==> src/rtl/fbu_pkg.sv <==
package fbu_pkg;

   // Register word offsets; software depends on these values.
   typedef enum logic [2:0] {
      FBU_PEND = 3'd0,
      FBU_ACT  = 3'd1,
      FBU_IEN  = 3'd2,
      FBU_RAW  = 3'd3,
      FBU_MSK  = 3'd4,
      FBU_CLR  = 3'd5
   } fbu_reg_e;

   localparam int unsigned FBU_MAP_BITS = 3;

endpackage

==> src/rtl/fbu_base_buffer.sv <==
module fbu_base_buffer #(
   parameter int unsigned DATA_W     = 32,
   parameter int unsigned ALIGN_BITS = 2
) (
   input  logic              clk,
   input  logic              rst_n,
   input  logic              frame_start,
   input  logic              wr_en,
   input  logic [DATA_W-1:0] wr_data,
   output logic [DATA_W-1:0] pend_q,
   output logic [DATA_W-1:0] act_q
);

   logic [DATA_W-1:0] wr_aligned;

   generate
      if (ALIGN_BITS == 0) begin : g_no_align
         assign wr_aligned = wr_data;
      end else begin : g_align
         assign wr_aligned = {wr_data[DATA_W-1:ALIGN_BITS], {ALIGN_BITS{1'b0}}};
      end
   endgenerate

   // Shadow register: software side.
   always_ff @(posedge clk or negedge rst_n) begin
      if (!rst_n) begin
         pend_q <= '0;
      end else if (wr_en) begin
         pend_q <= wr_aligned;
      end
   end

   // Active register: loaded only at the frame boundary, from the old shadow.
   always_ff @(posedge clk or negedge rst_n) begin
      if (!rst_n) begin
         act_q <= '0;
      end else if (frame_start) begin
         act_q <= pend_q;
      end
   end

   assert_hold_mid_frame_R2 : assert property (@(posedge clk) disable iff (!rst_n)
      !frame_start |=> $stable(act_q));

   assert_old_shadow_taken_R4 : assert property (@(posedge clk) disable iff (!rst_n)
      frame_start |=> (act_q == $past(pend_q)));

endmodule

==> src/rtl/fbu_irq_ctrl.sv <==
module fbu_irq_ctrl #(
   parameter int unsigned SRC_W   = 1,
   parameter bit          IRQ_REG = 1'b1
) (
   input  logic             clk,
   input  logic             rst_n,
   input  logic [SRC_W-1:0] set_evt,
   input  logic             en_wr,
   input  logic [SRC_W-1:0] en_data,
   input  logic             clr_wr,
   input  logic [SRC_W-1:0] clr_data,
   output logic [SRC_W-1:0] en_q,
   output logic [SRC_W-1:0] raw_q,
   output logic [SRC_W-1:0] msk,
   output logic             irq
);

   logic [SRC_W-1:0] clr_mask;

   assign clr_mask = clr_wr ? clr_data : '0;
   assign msk      = raw_q & en_q;

   always_ff @(posedge clk or negedge rst_n) begin
      if (!rst_n) begin
         en_q <= '0;
      end else if (en_wr) begin
         en_q <= en_data;
      end
   end

   // A new event overrides a clear in the same cycle.
   always_ff @(posedge clk or negedge rst_n) begin
      if (!rst_n) begin
         raw_q <= '0;
      end else begin
         raw_q <= (raw_q & ~clr_mask) | set_evt;
      end
   end

   generate
      if (IRQ_REG) begin : g_irq_flop
         logic irq_q;
         always_ff @(posedge clk or negedge rst_n) begin
            if (!rst_n) begin
               irq_q <= 1'b0;
            end else begin
               irq_q <= |msk;
            end
         end
         assign irq = irq_q;
      end else begin : g_irq_comb
         assign irq = |msk;
      end
   endgenerate

   assert_event_sets_R5 : assert property (@(posedge clk) disable iff (!rst_n)
      (|set_evt) |=> ((raw_q & $past(set_evt)) == $past(set_evt)));

   assert_status_holds_R5 : assert property (@(posedge clk) disable iff (!rst_n)
      (!clr_wr && !(|set_evt)) |=> $stable(raw_q));

   assert_clear_works_R7 : assert property (@(posedge clk) disable iff (!rst_n)
      (clr_wr && !(|set_evt)) |=> ((raw_q & $past(clr_data)) == '0));

   assert_set_beats_clear_R8 : assert property (@(posedge clk) disable iff (!rst_n)
      (clr_wr && (|(clr_data & set_evt))) |=> ((raw_q & $past(clr_data & set_evt)) != '0));

endmodule

==> src/rtl/fbase_update_unit.sv <==
module fbase_update_unit #(
   parameter int unsigned DATA_W     = 32,
   parameter int unsigned ADDR_W     = 3,
   parameter int unsigned ALIGN_BITS = 2,
   parameter bit          IRQ_REG    = 1'b1
) (
   input  logic              clk,
   input  logic              rst_n,
   input  logic              frame_start,
   input  logic              reg_wr_en,
   input  logic [ADDR_W-1:0] reg_addr,
   input  logic [DATA_W-1:0] reg_wdata,
   output logic [DATA_W-1:0] reg_rdata,
   output logic [DATA_W-1:0] active_base,
   output logic              irq
);

   import fbu_pkg::*;

   localparam int unsigned SRC_W = 1;
   localparam int unsigned PAD_W = DATA_W - SRC_W;

   generate
      if (ADDR_W < FBU_MAP_BITS) begin : g_bad_addr
         $error("ADDR_W too small for the register map");
      end
      if (ALIGN_BITS >= DATA_W) begin : g_bad_align
         $error("ALIGN_BITS must be below DATA_W");
      end
      if (DATA_W <= SRC_W) begin : g_bad_data
         $error("DATA_W too small");
      end
   endgenerate

   logic              sel_pend, sel_ien, sel_clr;
   logic [DATA_W-1:0] pend_q, act_q;
   logic [SRC_W-1:0]  en_q, raw_q, msk;

   assign sel_pend = reg_wr_en && (reg_addr == ADDR_W'(FBU_PEND));
   assign sel_ien  = reg_wr_en && (reg_addr == ADDR_W'(FBU_IEN));
   assign sel_clr  = reg_wr_en && (reg_addr == ADDR_W'(FBU_CLR));

   fbu_base_buffer #(
      .DATA_W     (DATA_W),
      .ALIGN_BITS (ALIGN_BITS)
   ) i_base (
      .clk         (clk),
      .rst_n       (rst_n),
      .frame_start (frame_start),
      .wr_en       (sel_pend),
      .wr_data     (reg_wdata),
      .pend_q      (pend_q),
      .act_q       (act_q)
   );

   fbu_irq_ctrl #(
      .SRC_W   (SRC_W),
      .IRQ_REG (IRQ_REG)
   ) i_irq (
      .clk      (clk),
      .rst_n    (rst_n),
      .set_evt  (frame_start),
      .en_wr    (sel_ien),
      .en_data  (reg_wdata[SRC_W-1:0]),
      .clr_wr   (sel_clr),
      .clr_data (reg_wdata[SRC_W-1:0]),
      .en_q     (en_q),
      .raw_q    (raw_q),
      .msk      (msk),
      .irq      (irq)
   );

   assign active_base = act_q;

   always_comb begin
      reg_rdata = '0;
      if (reg_addr == ADDR_W'(FBU_PEND)) begin
         reg_rdata = pend_q;
      end else if (reg_addr == ADDR_W'(FBU_ACT)) begin
         reg_rdata = act_q;
      end else if (reg_addr == ADDR_W'(FBU_IEN)) begin
         reg_rdata = {{PAD_W{1'b0}}, en_q};
      end else if (reg_addr == ADDR_W'(FBU_RAW)) begin
         reg_rdata = {{PAD_W{1'b0}}, raw_q};
      end else if (reg_addr == ADDR_W'(FBU_MSK)) begin
         reg_rdata = {{PAD_W{1'b0}}, msk};
      end
   end

endmodule

==> config.mk <==
export PLATFORM = sky130hd
export DESIGN_NAME = fbase_update_unit
export DESIGN_NICKNAME = d
export VERILOG_FILES = /design/src/rtl/fbu_pkg.sv /design/src/rtl/fbu_base_buffer.sv /design/src/rtl/fbu_irq_ctrl.sv /design/src/rtl/fbase_update_unit.sv
export SDC_FILE = /design/constraint.sdc
export NUM_CORES = 1
export LEC_CHECK = 0
export CAP_MARGIN = 15
export CORE_MARGIN = 2
export CORE_UTILIZATION = 40
export DETAILED_ROUTE_END_ITERATION = 16
export GPL_TIMING_DRIVEN = 0
export HOLD_SLACK_MARGIN = 0.06
export PLACE_DENSITY = 0.78
export SETUP_SLACK_MARGIN = 0.15
export SYNTH_ARGS = -nofsm -noshare
export SYNTH_HDL_FRONTEND = slang
export SYNTH_SLANG_ARGS = --single-unit
==> constraint.sdc <==
create_clock -name clk -period 1 [get_ports clk]
set_input_delay 0.15 -clock clk [delete_from_list [all_inputs] [get_ports clk]]
set_output_delay 0.15 -clock clk [all_outputs]
set_load 0.02 [all_outputs]
==> metrics.md, run 1 <==
| Metric | Value |
|---|---|
| Ys Warns | 0 |
| Req. time, crit path | 0.85 ns |
| Vias post-DR | about 2100 |
| Netlist cell types | 22 |
| Antenna viol nets, final | 0 |
| Final Setup Violations | 93 |
| Period utilization | 133% |
| Hold Slack | -0.140 ns |
| Arrival @ worst endpoint | roughly 1.2 ns |
| Floorplan core area | approximately 6700 µm² |
| Hold violation count in the final report | 30 |
| P&R area growth vs syn | 80.8% |
| Register area share after synthesis | a little under three fifths |
| Run status | finished with violations |
| Max-Cap Viols | 0 |
| Worst r2r src | i_base.act_q[24] |
| Io pins | 104 |
| Setup TNS | -14.65 ns |
| FMAX | roughly 750 MHz |
| Residual DRC | 0 |
| Die Y | 86.8 µm |
| Clock Power Share | a little under a quarter |
| Worst Reg-to-Reg Cells | 3 |
| CTS tree | yes |
| Internal | about 6.5 mW |
| Switching share of power | between 30% and 40% |
| #FFs+latches synth | 63 |
| CTS root buf | clkbuf_8 |
| Initial antenna violation count | 0 |
| Switching power | 2.82 mW |
| Crit path kind | reg -> out |
| DR iter-0 viols | 31 |
| RSZ-0062 raised after global routing | true |
| Nets | about 370 |
| Minimum clock period | about 1.3 ns |
| Worst Max-Slew Pin Slew | roughly 0.71 ns |
| Clock transition at the registers of the reported paths | ~0.070 ns |
| N_diodes | 0 |
| Num CTS Buffers | 9 |
| Worst skew pair latency | roughly 0.33 ns |
| Core Rows | 30 |
| Final wirelength | 6.97 mm |
| First-pass GRT wire length | 10.8 mm |
| Flop pwr share | between 40% and 50% |
| HP Class | in -> async |
| Worst Clk Skew | 0.00498 ns |
| Fill cell count | ~450 |
| Share of layout cells above drive strength 1 | between 70% and 80% |
| Setup ws final | -0.329 ns |
| CTS sink cnt | 63 |
| Die X | a little under 90 µm |
| Peak VDD IR | between 0.001 and 0.0015 V |
| DR WL/cell | between 15 and 20 µm |
| Critical path peak fanout | 3 |
| Combinational power share | 35.7% |
| Die area | about 7500 µm² |
| Post-synthesis cell count | 183 |
| Vias in the first global route | between 2000 and 2500 |
| Drt pass-1 iters | 3 |
| Placer Congestion | about 0.74 |
| RR Endpoint | i_base.act_q[24] |
| Clk buf depth | 2 |
| Largest net degree at the start of global routing | 34 |
| Netlist Area Pre-Place | approximately 2700 µm² |
| DP HPWL | around 4.6 mm |
| Syn Area/Cell | 15.0 µm² |
| Routed vias/inst | around 5.1 |
| H-tree depth | 3 |
| GRT Total Usage | 19.2% |
| Port Buffers | approximately 100 |
| Initial Utilization | between 40% and 50% |
| Reg2reg setup slack | -0.01 ns |
| Startpoint Class | flip-flop |
| Grt total ovfl | 0 |
| Slew margin rel. | 52.8% |
| P per Cell Area | ~1900 nW/µm² |
| Final Max Slew Viols | 0 |
| Failing checks | negative hold slack, negative setup slack |
| Static leakage | between 2 and 2.5 nW |
| CP Capture Type | primary output |
==> cell usage in the layout, fill, tap and decap left out, types with 2 or more instances in the layout <==
master           netlist  layout
bufbuf_16              0       2
buf_6                  3      88
clkdlybuf4s15_1        0       2
dfrtp_1               63      33
mux2_1                 2       2
a22o_4                 0      30
mux2_4                 0       6
clkbuf_8               0      10
clkdlybuf4s50_1        0      31
conb_1                 1       3
buf_8                  0       2
buf_4                  3      14
clkinv_2               0       3
clkbuf_16              0       2
mux2_2                59      53
buf_2                  7       2
buf_12                 0       3
clkbuf_1               2       2
dfrtp_2                0      30
==> worst max path at each step <==
stage	slack (ns)	cells past startpoint	to	from
after global routing	-0.43	3	reg_rdata[0]	i_irq.en_q
after global placement	-2.49	1	i_base.act_q[18]	rst_n
after CTS	-0.35	3	reg_rdata[0]	i_irq.en_q
after floorplan	-0.13	3	i_base.pend_q[12]	reg_addr[1]
after detailed placement	-1.41	5	reg_rdata[30]	reg_addr[0]
final	-0.33	3	reg_rdata[0]	i_irq.en_q
==> logic make-up (layout without fill, tap and decap cells) <==
family | count (synthesis) | in the layout | share of synthesized area, %
flip-flops | 63 | 63 | 57.5
multiplexers | 62 | 62 | 25.4
AO/OA/AOI/OAI | 32 | 32 | 10.1
buffers and inverters | 16 | 164 | 3.74
AND/OR/NAND/NOR | 9 | 9 | 3.01
other | 1 | 3 | 0.137
==> power by group through the flow <==
stage | registers (mW) | logic [mW] | clock network, mW
finish | 3.85 | 3.32 | 2.14
CTS | 3.82 | 2.60 | 2.20
floorplan | 4.17 | 1.08 | 0
global route | 3.95 | 3.51 | 2.31
global placement | 3.82 | 2.68 | 0
detailed placement | 3.86 | 2.73 | 0
==> routing by layer <==
| metal | global-route usage [%] | vias up | share of wire [%] |
|---|---|---|---|
| met2 | 30.3 | 65 | 50 |
| met3 | 4.95 | 12 | 4.6 |
| met1 | 24.8 | 1035 | 43 |
| met4 | 8.52 | 0 | 1.7 |
| li1 | - | 976 | - |
| met5 | 0 | - | 0 |
==> critical path, stage by stage (launching register included) <==
cell	delay, ns
dfrtp_1	0.37
mux2i_1	0.09
o32ai_2	0.21
buf_4	0.18
==> cell type report <==
class / count / area (µm²) / share of cell area (%)
plain buffers: 15 / 210 / 4.24
clock buffers: 12 / 145 / 2.93
clock inverters: 4 / 45.0 / 0.909
inverters: 1 / 3.75 / 0.0758
multi-input cells: 106 / 1400 / 28.2
flip-flops and latches: 63 / 1610 / 32.6
well taps: 80 / 100 / 2.02
repair buffers: 132 / 1440 / 29.0
==> stage by stage <==
step | util [%] | power, mW | worst slack (ns) | cell area [µm²] | std cells
floorplan | - | 5.25 | -0.130 | 3130 | 185
global placement | 62.9 | 6.50 | -2.49 | 4220 | 364
detailed placement | 63.1 | 6.59 | -1.41 | 4240 | 365
CTS | 66.6 | 8.62 | -0.353 | 4480 | 394
global route | 73.7 | 9.78 | -0.435 | 4950 | 413
finish | 73.7 | 9.32 | -0.329 | 4950 | 413
==> registers in the layout, indices dropped and copies added (netlist names) <==
signal / cells
i_irq.en_q: 1
i_irq.irq: 1
i_base.act_q: 30
i_base.pend_q: 30
i_irq.raw_q: 1
==> cell usage after synthesis <==
cell type	count	area, µm²
a22o_1	30	263
a31oi_1	1	6.26
and2_1	1	6.26
and4b_1	1	10.0
buf_2	7	35.0
buf_4	3	22.5
buf_6	3	33.8
clkbuf_1	2	7.51
conb_1	1	3.75
dfrtp_1	63	1580
inv_1	1	3.75
mux2_1	2	22.5
mux2_2	59	664
mux2i_1	1	10.0
nand3_1	1	5.00
nor2_1	1	3.75
nor3_1	1	5.00
nor3b_2	1	12.5
nor4b_4	1	23.8
nor4bb_1	1	10.0
o32ai_1	1	8.76
or2_2	1	6.26
==> what timing repair did <==
item	4_1_cts	5_1_grt
pin swaps	10	12
endpoints found under the setup margin	123	113
resized for setup	333	103
cloned	4	0
hold endpoints to repair	30	30
buffers inserted	9	19
Note: power is estimated with default switching activity, not from simulation.
==> run 2, diff against run 1 <==
--- a/config.mk
+++ b/config.mk
@@ -13,6 +13,7 @@
 export HOLD_SLACK_MARGIN = 0.06
 export PLACE_DENSITY = 0.78
 export SETUP_SLACK_MARGIN = 0.15
+export SKIP_CTS_REPAIR_TIMING = 1
 export SYNTH_ARGS = -nofsm -noshare
 export SYNTH_HDL_FRONTEND = slang
 export SYNTH_SLANG_ARGS = --single-unit
==> metrics.md, run 2 (synthesized netlist as in run 1, its figures left out) <==
| Metric | Value |
|---|---|
| Routed vias/inst | 5.10 (was 5.06) |
| Nets | 359 (was 367) |
| Final Max Slew Viols | 0 (unchanged) |
| Drt pass-1 iters | 4 (was 3) |
| Largest net degree at the start of global routing | 34 (unchanged) |
| Overall Power | 9.13 mW (was 9.32 mW) |
| DP Area | 4240 µm² (unchanged) |
| Final Setup Violations | 90 (was 93) |
| Final wirelength | 6.92 mm (was 6.97 mm) |
| DR iter-0 viols | 39 (was 31) |
| Critical path peak fanout | 10 (was 3) |
| Most frequent cells in the layout | buf_6, mux2_2, dfrtp_1 (unchanged) |
| Die area | 7530 µm² (unchanged) |
| GRT Total Usage | 17.9% (was 19.2%) |
| H-tree depth | 3 (unchanged) |
| P per Cell Area | 1900 nW/µm² (was 1880 nW/µm²) |
| Port Buffers | 99 (unchanged) |
| P&R area growth vs syn | 75.6% (was 80.8%) |
| Worst Max-Slew Pin Slew | 0.705 ns (was 0.709 ns) |
| Initial antenna violation count | 0 (unchanged) |
| Antenna viol nets, final | 0 (unchanged) |
| Placer Congestion | 0.739 (unchanged) |
| CTS sink cnt | 63 (unchanged) |
| Most common cell after layout, fill and taps aside | buf_6 (unchanged) |
| Residual DRC | 0 (unchanged) |
| Peak VDD IR | 0.000969 V (was 0.00105 V) |
| Largest regs | i_base.act_q (30), i_base.pend_q (30) (unchanged) |
| Die Y | 86.8 µm (unchanged) |
| Static leakage | 2.23 nW (was 2.28 nW) |
| Share of layout cells above drive strength 1 | 75.1% (was 76.3%) |
| Post-Place Cells | 365 (unchanged) |
| Core Rows | 30 (unchanged) |
| Critical path's slowest cell | nor3b_4 (was dfrtp_1) |
| Grt total ovfl | 0 (unchanged) |
| CP Capture Type | primary output (unchanged) |
| Kind of cell adding the most delay to the critical path | buffers and inverters (was flip-flops) |
| Period utilization | 142% (was 133%) |
| Io pins | 104 (unchanged) |
| Finished Cell Area | 4810 µm² (was 4950 µm²) |
| CTS root buf | clkbuf_8 (unchanged) |
| Clk buf depth | 2 (unchanged) |
| Hold violation count in the final report | 30 (unchanged) |
| Worst Reg-to-Reg Cells | 2 (was 3) |
| Buffers & Inverters on Critical Path | 5 (was 1) |
| Run status | finished with violations (unchanged) |
| Clock transition at the registers of the reported paths | 0.07 ns (about the same) |
| Setup ws final | -0.416 ns (was -0.329 ns) |
| Die X | 86.8 µm (unchanged) |
| RSZ-0062 raised after global routing | true (unchanged) |
| CTS tree | yes (unchanged) |
| FMAX | 706 MHz (was 752 MHz) |
| Initial Utilization | 40.8% (unchanged) |
| Minimum clock period | 1.42 ns (was 1.33 ns) |
| Fin cells | 405 (was 413) |
| Vias in the first global route | 2010 (was 2128) |
| Arrival @ worst endpoint | 1.27 ns (was 1.18 ns) |
| Startpoint Class | primary input (was flip-flop) |
| Floorplan core area | 6720 µm² (unchanged) |
| Slew margin rel. | 53.0% (was 52.8%) |
| Worst skew pair latency | 0.33 ns (about the same) |
| Crit path kind | in -> out (was reg -> out) |
| Max-Cap Viols | 0 (unchanged) |
| Num CTS Buffers | 9 (unchanged) |
| DP HPWL | 4.56 mm (unchanged) |
| Req. time, crit path | 0.85 ns (about the same) |
| Worst Clk Skew | 0.00516 ns (was 0.00498 ns) |
| Vias post-DR | 2066 (was 2088) |
| WP depth | 7 (was 3) |
| Worst-path cell chain | buf_2, nor3b_4, buf_6, buf_12, buf_4, a22o_4, buf_4 (was mux2i_1, o32ai_2, buf_4) |
| DR WL/cell | 17.1 µm (was 16.9 µm) |
| First-pass GRT wire length | 10.0 mm (was 10.8 mm) |
| N_diodes | 0 (unchanged) |
| Crit-path max cell delay | 0.28 ns (was 0.37 ns) |
| HP Class | in -> async (unchanged) |
| Hold Slack | -0.141 ns (was -0.140 ns) |
| Most frequent cell on the critical path | buf_4 |
| Failing checks | negative hold slack, negative setup slack (unchanged) |
run 2: worst reg2reg max path, delay by kind of cell (launching register included):
kind,cells,cell delay (ns)
DFF,1,0.42
buffers and inverters,1,0.14
muxes,1,0.26
run 2: layout make-up:
cell class	count	area, µm²
clock buffers	12	145
fillers	478	1910
repair buffers	124	1320
inverters	1	3.75
plain buffers	15	184
flip-flops and latches	63	1610
well taps	80	100
clock inverters	4	45.0
multi-input cells	106	1400
run 2: where the power goes:
part	total, mW	switching [mW]	internal (mW)
registers	3.86	0.626	3.23
clock network	2.14	0.929	1.21
logic	3.14	1.24	1.90
total	9.13	2.79	6.34
run 2: per-layer routing:
metal	global-route usage, %	part of all wire [%]	vias to the layer above
met1	23.0	44	1028
li1	-	-	961
met5	0	0	-
met4	8.24	1.7	0
met3	4.57	4.6	12
met2	28.3	50	65
run 2: stage by stage:
step	TNS (ns)	setup slack, ns	utilization, %	hold slack, ns
after global placement	-237.91	-2.49	62.9	0.522
after global routing	-16.07	-0.502	71.6	-0.0864
final	-12.44	-0.416	71.6	-0.141
after CTS	-80.66	-1.42	65.9	-0.129
after detailed placement	-90.71	-1.41	63.1	0.241
after floorplan	-3.87	-0.130	-	-0.146
run 2: path summary, 6_finish.rpt:
path | from | to | slack [ns]
max | reg_addr[1] | reg_rdata[12] | -0.42
min | rst_n | i_base.pend_q[8] | -0.14
max reg2reg | i_irq.en_q | i_irq.en_q | 0.07
min reg2reg | i_base.pend_q[16] | i_base.pend_q[16] | 0.54
max in group asynchronous | rst_n | i_base.act_q[18] | 0.51
min in group clk | reg_addr[0] | i_irq.en_q | 0.21
